**config.mk**
```make
export PLATFORM = sky130hd
export DESIGN_NAME = pgm_verify_seq
export DESIGN_NICKNAME = d
export VERILOG_FILES = /design/src/rtl/pgm_verify_pkg.sv /design/src/rtl/pgm_verify_dp.sv /design/src/rtl/pgm_verify_ctl.sv /design/src/rtl/pgm_verify_seq.sv
export SDC_FILE = /design/constraint.sdc
export NUM_CORES = 1
export LEC_CHECK = 0
export BUFFER_PORTS_ARGS = -buffer_cell sky130_fd_sc_hd__buf_2
export CORE_MARGIN = 10
export CORE_UTILIZATION = 45
export DETAILED_ROUTE_END_ITERATION = 6
export GPL_ROUTABILITY_DRIVEN = 0
export GPL_TIMING_DRIVEN = 0
export PLACE_DENSITY = 0.71
export SKIP_LAST_GASP = 1
export SYNTH_ARGS = -nofsm -noshare
export SYNTH_HDL_FRONTEND = slang
export SYNTH_SLANG_ARGS = --single-unit
```
**constraint.sdc**
```tcl
create_clock -name clk -period 2.4 [get_ports clk]
set_input_delay 0.12 -clock clk [delete_from_list [all_inputs] [get_ports clk]]
set_output_delay 0.12 -clock clk [all_outputs]
set_load 0.02 [all_outputs]
```
**src/rtl/pgm_verify_pkg.sv**
```systemverilog
package pgm_verify_pkg;
  typedef enum logic [1:0] {
    ST_IDLE   = 2'd0,
    ST_PULSE  = 2'd1,
    ST_VERIFY = 2'd2,
    ST_CHECK  = 2'd3
  } seqState_t;

  typedef struct packed {
    logic loadRange;
    logic incAddr;
    logic rewindAddr;
    logic clrTimer;
    logic incTimer;
    logic clrPulse;
    logic incPulse;
  } ctlStrobe_t;

  typedef struct packed {
    logic timerDone;
    logic pulseMax;
    logic match;
    logic atEnd;
  } dpStatus_t;
endpackage

```
**src/rtl/pgm_verify_dp.sv**
```systemverilog
module pgm_verify_dp
  import pgm_verify_pkg::*;
#(
  parameter int AW = 8,
  parameter int DW = 16,
  parameter int PULSE_CYCLES = 2500,
  parameter int MAX_PULSES = 25
) (
  input  logic          clk,
  input  logic          rstN,
  input  ctlStrobe_t    strobe,
  input  logic          busy,
  input  logic [AW-1:0] startAddr,
  input  logic [AW-1:0] endAddr,
  input  logic [DW-1:0] srcData,
  input  logic [DW-1:0] rdData,
  output logic [AW-1:0] addr,
  output logic [DW-1:0] wrData,
  output dpStatus_t     status
);
  localparam int TW = $clog2(PULSE_CYCLES + 1);
  localparam int CW = $clog2(MAX_PULSES + 1);
  localparam logic [TW-1:0] TIMER_LAST = TW'(PULSE_CYCLES - 1);
  localparam logic [CW-1:0] PULSE_LIMIT = CW'(MAX_PULSES);

  logic [AW-1:0] rangeLo, rangeHi;
  logic [TW-1:0] timer;
  logic [CW-1:0] pulseCnt;

  always_ff @(posedge clk) begin
    if (!rstN) begin
      addr    <= '0;
      rangeLo <= '0;
      rangeHi <= '0;
    end else if (strobe.loadRange) begin
      addr    <= startAddr;
      rangeLo <= startAddr;
      rangeHi <= endAddr;
    end else if (strobe.rewindAddr) begin
      addr <= rangeLo;
    end else if (strobe.incAddr) begin
      addr <= addr + 1'b1;
    end
  end

  always_ff @(posedge clk) begin
    if (!rstN)                timer <= '0;
    else if (strobe.clrTimer) timer <= '0;
    else if (strobe.incTimer) timer <= timer + 1'b1;
  end

  always_ff @(posedge clk) begin
    if (!rstN)                pulseCnt <= '0;
    else if (strobe.clrPulse) pulseCnt <= '0;
    else if (strobe.incPulse) pulseCnt <= pulseCnt + 1'b1;
  end

  assign wrData           = srcData;
  assign status.timerDone = (timer == TIMER_LAST);
  assign status.pulseMax  = (pulseCnt >= PULSE_LIMIT);
  assign status.match     = (rdData == srcData);
  assign status.atEnd     = (addr == rangeHi);

  // pulse count never passes the retry limit
  p_pulse_cap_r6: assert property (@(posedge clk) disable iff (!rstN)
    pulseCnt <= PULSE_LIMIT);

  // address stays inside the latched range while a run is active
  p_addr_in_range_r5: assert property (@(posedge clk) disable iff (!rstN)
    busy |-> (addr >= rangeLo && addr <= rangeHi));
endmodule

```
**src/rtl/pgm_verify_ctl.sv**
```systemverilog
module pgm_verify_ctl
  import pgm_verify_pkg::*;
#(
  parameter int PULSE_CYCLES = 2500
) (
  input  logic       clk,
  input  logic       rstN,
  input  logic       start,
  input  dpStatus_t  status,
  output ctlStrobe_t strobe,
  output logic       busy,
  output logic       progN,
  output logic       oeN,
  output logic       marginMode,
  output logic       done,
  output logic       fail
);
  localparam int TW = $clog2(PULSE_CYCLES + 2);

  seqState_t state, nextState;
  logic setDone, setFail;

  always_comb begin
    nextState = state;
    strobe    = '0;
    setDone   = 1'b0;
    setFail   = 1'b0;
    unique case (state)
      ST_IDLE: if (start) begin
        strobe.loadRange = 1'b1;
        strobe.clrTimer  = 1'b1;
        strobe.clrPulse  = 1'b1;
        nextState        = ST_PULSE;
      end
      ST_PULSE: if (status.timerDone) begin
        strobe.incPulse = 1'b1;
        nextState       = ST_VERIFY;
      end else begin
        strobe.incTimer = 1'b1;
      end
      ST_VERIFY: if (status.match && status.atEnd) begin
        strobe.rewindAddr = 1'b1;
        nextState         = ST_CHECK;
      end else if (status.match) begin
        strobe.incAddr  = 1'b1;
        strobe.clrPulse = 1'b1;
        strobe.clrTimer = 1'b1;
        nextState       = ST_PULSE;
      end else if (status.pulseMax) begin
        setFail   = 1'b1;
        nextState = ST_IDLE;
      end else begin
        strobe.clrTimer = 1'b1;
        nextState       = ST_PULSE;
      end
      ST_CHECK: if (!status.match) begin
        setFail   = 1'b1;
        nextState = ST_IDLE;
      end else if (status.atEnd) begin
        setDone   = 1'b1;
        nextState = ST_IDLE;
      end else begin
        strobe.incAddr = 1'b1;
      end
      default: nextState = ST_IDLE;
    endcase
  end

  always_ff @(posedge clk) begin
    if (!rstN) begin
      state      <= ST_IDLE;
      marginMode <= 1'b0;
      done       <= 1'b0;
      fail       <= 1'b0;
    end else begin
      state <= nextState;
      if (state == ST_IDLE && start) begin
        marginMode <= 1'b1;
        done       <= 1'b0;
        fail       <= 1'b0;
      end else if (setDone || setFail) begin
        marginMode <= 1'b0;
        done       <= setDone;
        fail       <= setFail;
      end
    end
  end

  assign busy  = (state != ST_IDLE);
  assign progN = (state != ST_PULSE);
  assign oeN   = !(state == ST_VERIFY || state == ST_CHECK);

  // Checker counter: consecutive cycles with the strobe low
  logic [TW-1:0] lowRun;
  always_ff @(posedge clk) begin
    if (!rstN)      lowRun <= '0;
    else if (progN) lowRun <= '0;
    else            lowRun <= lowRun + 1'b1;
  end

  // each strobe lasts exactly PULSE_CYCLES cycles
  p_pulse_width_r3: assert property (@(posedge clk) disable iff (!rstN)
    $rose(progN) |-> (lowRun == TW'(PULSE_CYCLES)));

  // a strobe is always followed by a read-back cycle
  p_verify_after_pulse_r4: assert property (@(posedge clk) disable iff (!rstN)
    $rose(progN) |-> !oeN);

  // never read back while pulsing
  p_oe_off_in_pulse_r9: assert property (@(posedge clk) disable iff (!rstN)
    !progN |-> oeN);

  // status flags are exclusive and sticky without a start
  p_exclusive_r10: assert property (@(posedge clk) disable iff (!rstN)
    !(done && fail));
  p_done_sticky_r10: assert property (@(posedge clk) disable iff (!rstN)
    (done && !start) |=> done);
  p_fail_sticky_r10: assert property (@(posedge clk) disable iff (!rstN)
    (fail && !start) |=> fail);

  // margin flag is raised during a run and dropped when it ends
  p_margin_end_r2: assert property (@(posedge clk) disable iff (!rstN)
    (done || fail) |-> !marginMode);
endmodule

```
**src/rtl/pgm_verify_seq.sv**
```systemverilog
module pgm_verify_seq
  import pgm_verify_pkg::*;
#(
  parameter int AW = 8,
  parameter int DW = 16,
  parameter int PULSE_CYCLES = 2500,
  parameter int MAX_PULSES = 25
) (
  input  logic          clk,
  input  logic          rstN,
  input  logic          start,
  input  logic [AW-1:0] startAddr,
  input  logic [AW-1:0] endAddr,
  input  logic [DW-1:0] srcData,
  input  logic [DW-1:0] rdData,
  output logic [AW-1:0] addr,
  output logic [DW-1:0] wrData,
  output logic          progN,
  output logic          oeN,
  output logic          marginMode,
  output logic          done,
  output logic          fail
);
  ctlStrobe_t strobe;
  dpStatus_t  status;
  logic       busy;

  pgm_verify_ctl #(.PULSE_CYCLES(PULSE_CYCLES)) u_ctl (
    .clk(clk), .rstN(rstN), .start(start), .status(status),
    .strobe(strobe), .busy(busy), .progN(progN), .oeN(oeN),
    .marginMode(marginMode), .done(done), .fail(fail)
  );

  pgm_verify_dp #(
    .AW(AW), .DW(DW), .PULSE_CYCLES(PULSE_CYCLES), .MAX_PULSES(MAX_PULSES)
  ) u_dp (
    .clk(clk), .rstN(rstN), .strobe(strobe), .busy(busy),
    .startAddr(startAddr), .endAddr(endAddr), .srcData(srcData),
    .rdData(rdData), .addr(addr), .wrData(wrData), .status(status)
  );
endmodule

```
== After elaboration in Yosys (flattened, before gate mapping) ==
Cells that the tools add are included.
Storage, ports and cells
  register bits: 46
  input port bits: 51
  logic and storage cells: 75
Cells by class
  add/sub/neg operators: 3
  order comparisons: 1
  equality and inequality tests: 10
  mux-type cells: 39
  bitwise logic cells: 1
  reduce and logical (&&, ||, !) cells: 12
Operators with widths (number)
  two-way mux 1 bit: 26
  two-way mux 8 bit: 3
  == test 16 bit: 1
  adder 12 x 1 -> 12 bit, second input constant: 1
  == test 12 bit, second input constant: 1
  two-way mux 2 bit: 5
  adder 8 x 1 -> 8 bit, second input constant: 1
  == test 8 bit: 1
  one-hot mux 1 bit (2 select lines): 4
  one-hot mux 2 bit (4 select lines): 1
  OR reduction 2 bit: 3
  adder 5 x 1 -> 5 bit, second input constant: 1
  >= comparator 5 bit, second input constant: 1
  == test 2 bit, second input constant: 2
  inequality test 2 bit, second input constant: 2
  inequality test 3 bit, second input constant: 1
  AND reduction 3 bit: 1
  nonzero test 3 bit: 1
  == test 2 x 1 -> 1 bit, second input constant: 1
  logical AND 1 bit: 2
  logical NOT 2 bit: 1
  logical OR 1 bit: 2
  inequality test 2 x 1 -> 1 bit, second input constant: 1
  nonzero test 2 bit: 1
  2 further kinds: 2

== Logic depth before layout (Yosys ltp) ==
  depth in word-level cells: 8
  gate-level depth with buffers: 8
  depth with buffers taken out: 7

== By module ==
Synthesis repeated with hierarchy kept, for this count alone.
Unflattened totals
  cells, all modules: 300
  area total of the unflattened synthesis: 2645.0 µm²
Modules (own cells, without submodules)
  pgm_verify_dp: times used 1, cells each 260, area an instance 2292.2 µm², seq. area each 820.8 µm²
  pgm_verify_ctl: times used 1, cells each 40, area an instance 352.8 µm², seq. area each 100.1 µm²

== Worst setup path before layout ==
Ideal clock, no wire load.
  path kind: register to register
  start: register u_dp.addr[3]
  end: register u_dp.addr[7]
  setup time: 0.116 ns
  arrival time: 1.849 ns
  required time: 2.284 ns
  path slack: 0.436 ns
  stages on the path, launching flop included: 7
  buffers on the path: 0
  clock period less this slack: 1.964 ns
  cell sequence: dfxtp_1 > xor2_1 > nor4_2 > nand2_2 > mux2_1 > o2111a_1 > a31o_1
Between the ends
  word-level cells in the longest chain between the ends: 6
  elaborated cells between the ends (all ways): 13
  classes of those cells: add/sub (1); eq/ne (1); mux (9); reduce/logical (2)
RTL lines
  from (decl): line pgm_verify_dp.sv:17  | output logic [AW-1:0] addr,
  from (signal assigned): line pgm_verify_dp.sv:36  | addr <= startAddr;
  from (signal assigned): line pgm_verify_dp.sv:40  | addr <= rangeLo;
  from (signal assigned): line pgm_verify_dp.sv:42  | addr <= addr + 1'b1;
  parallel branches: the longest is 6 deep, another holds adder 8 x 1 -> 8 bit
Parallel ways; which one is timed is not known. The select of a mux whose other input is x is not followed.
A chain may end at the register's enable or synchronous reset.

== Worst setup path in the final report ==
  start: register u_ctl.state[1]
  end: register u_dp.addr[1]
Between the ends
  word-level cells in the longest chain between the ends: 4
  elaborated cells between the ends (all ways): 9
  classes of those cells: eq/ne (2); mux (5); reduce/logical (2)
RTL lines
  from (decl): line pgm_verify_ctl.sv:20  | seqState_t state, nextState;
  from (signal assigned): line pgm_verify_ctl.sv:76  | state <= nextState;
  == test 2 bit: line pgm_verify_ctl.sv:28  | unique case (state)
  two-way mux 1 bit: line pgm_verify_ctl.sv:28
  two-way mux 8 bit: line pgm_verify_dp.sv:39  | end else if (strobe.rewindAddr) begin
  two-way mux 8 bit: line pgm_verify_dp.sv:35  | end else if (strobe.loadRange) begin
Parallel ways exist; a longest one is shown, timed or not.

==> impl_metrics.ini <==
[worst_setup_path]
critical_path_class = flip-flop to flip-flop
r2r_cells = 7
worstSetupStartpointType = flip-flop
cp-end-kind = flip-flop
cp.arrival_ns = 2.34
critPathMaxFanout = 10
cp.required_ns = 2.61

[timing]
min_period_ns = 2.13
hold_violations = 0
relSlewSlack_pct = 64.7
post-route-period-util_pct = 88.6
slew_violations = 0
rsz0062_at_grt = no
fmax_ghz = 0.470
fin_skew_ns = 0.0100
tightest_slew_ns = 0.529
tns_ns = 0
setup_viol = 0

[global_routing]
antenna_found_initial = 0
grt_pass1_wl_mm = 11.2
grt_usage_pct = 15.0
grt_overflow = 0
grt_max_degree = 14
grt_pass1_vias = 2375

[cells_and_area]
diodes = 0
layout.nets = 453
layout_commonest_cell = buf_2
final_area_um2 = 3200
mostFrequentLayoutCells = buf_2, nand2_1, dfxtp_1
drive_gt1_share_pct = 28.4
syn_to_final_growth_pct = 23.0
filler_cell_count = 538

[floorplan]
dieWidth_um = 96.1
ios = 80
fp-row-count = 27
initial_core_util_pct = 46.7
die-area_um2 = 9230
design.core.area_um2 = 5570
chipHeight_um = 96.1

[placement]
portBuffers = 79
placed_cell_area_um2 = 3090
hpwl_mm = 5.34

[cts]
clockBufferDepth = 2
clock_sinks = 46
ctsHtreeMaxLevel = 2
cts_root_buffer = clkbuf_8
clkSlewWorstSetupHoldPaths_ns = 0.09
postCtsHoldBufs = 0
insertion_delay_ns = 0.30
numCtsBuffers = 5
postCtsSetupBuffers = 0
cts_tree = yes
cts-resized-gates = 0

[synth]
synth_warnings = 0
ys.flop_type = dfxtp_1
synth_area_per_cell_um2 = 8.35
synth_area_um2 = 2600
synth_fp_nets = 367
ys_seq_area_share_pct = 35.4
synth_async_sr_flop_share_pct = 0
synth-edff-count = 0
ys_ff_latch = 46
synth.distinct_cells = 46
netlist_instances = 312

[pwr]
leakagePower_nw = 1.39
p_per_area_nw_per_um2 = 534
power_w = 0.00171
vdd_drop_max_mv = 0.334

[routing]
vias = 2410
drt_iter0_drc = 152
antenna_left = 0
wl_per_cell_um = 14.4
vias_per_cell = 5.13
drc = 0
first_pass_iters = 4
routed_wl_mm = 6.77

[flow_run]
maxCapViolCount = 0

[hold_path]
holdPathStages = 3
hold_path_class = input pin to flip-flop

[status]
status = completed
metal layers:
metal | share of wire, % | track usage, % | wire, um | vias to the layer above
met5 | 0 | 0 | 0 | -
met4 | 1.2 | 3.69 | 78 | 0
met3 | 9.2 | 5.37 | 621 | 7
met2 | 48 | 24.9 | 3220 | 68
met1 | 42 | 17.9 | 2850 | 1091
li1 | - | - | - | 1244
flip-flops by register name, summed over array words and instances (netlist names):
name and cells:
u_dp.timer 12, u_dp.addr 8, u_dp.rangeHi 8, u_dp.rangeLo 8, u_dp.pulseCnt 5, u_ctl.state 2, u_ctl.done 1, u_ctl.fail 1
u_ctl.marginMode 1
stage by stage:
stage          hold slack (ns)  instances  setup slack, ns  util, %
4_1_cts                 0.0580        470            0.296     57.5
6_report                0.0596        470            0.274     57.5
2_1_floorplan            0.265        312            0.436        -
3_5_place_dp             0.380        463            0.194     55.4
3_3_place_gp             0.372        463            0.260     55.4
5_1_grt                 0.0562        470           0.0652     57.5
path summary, 6_finish.rpt:
check                                     from              end  slack, ns
worst min register to register      u_ctl.fail       u_ctl.fail       0.45
worst max register to register  u_ctl.state[1]     u_dp.addr[1]       0.27
worst max-delay path            u_ctl.state[1]     u_dp.addr[1]       0.27
worst min-delay path                endAddr[0]  u_dp.rangeHi[0]       0.06
logic make-up after synthesis:
family	after synthesis	synth area share [%]
XOR/XNOR	43	14.5
flip-flops	46	35.4
AO/OA/AOI/OAI	58	16.4
buffers and inverters	35	7.78
AND/OR/NAND/NOR	124	23.3
adder cells (fa/ha/maj)	4	1.92
multiplexers	2	0.817
report_power, final:
part | switching (W) | total (W) | internal (W)
logic | 0.000171 | 0.000304 | 0.000133
registers | 0.0000203 | 0.000807 | 0.000787
clock network | 0.000265 | 0.000599 | 0.000334
total | 0.000457 | 0.00171 | 0.00125
area by class of cell:
cell class | instances | area, um^2 | share of cell area [%]
multi-input combinational | 231 | 1480 | 46.3
inverter | 6 | 22.5 | 0.703
timing repair buffer | 79 | 395 | 12.3
sequential | 46 | 921 | 28.8
tap | 72 | 90.1 | 2.81
clock buffer | 6 | 82.6 | 2.58
clock inverter | 1 | 30.0 | 0.938
buffer | 29 | 180 | 5.63
cell usage after synthesis (all sizes together), types with 2 or more instances:
library cell,count,area [um^2]
nand2,51,196
dfxtp,46,921
xor2,34,298
nor2,27,101
buf,22,154
a21boi,15,113
nand4,10,62.6
xnor2,9,78.8
a21oi,8,40.0
a31oi,8,50.1
clkbuf,7,26.3
nand3,7,35.0
nor4,7,56.3
o21ai,7,35.0
and2,6,37.5
inv,6,22.5
o31ai,5,37.5
and3,4,25.0
ha,4,50.1
nor3,4,31.3
a21o,2,15.0
and4,2,17.5
o2111a,2,22.5
o21a,2,15.0
o32ai,2,17.5
worst max-delay path, cell delays in order (launching register included):
cell and delay (ns):
dfxtp_1 0.35, nor2_1 0.21, and2_1 0.16, clkbuf_1 0.40, nor2_1 0.13, a221oi_4 0.41
nand2_2 0.10, o32ai_1 0.27
(Power assumes the default switching activity.)
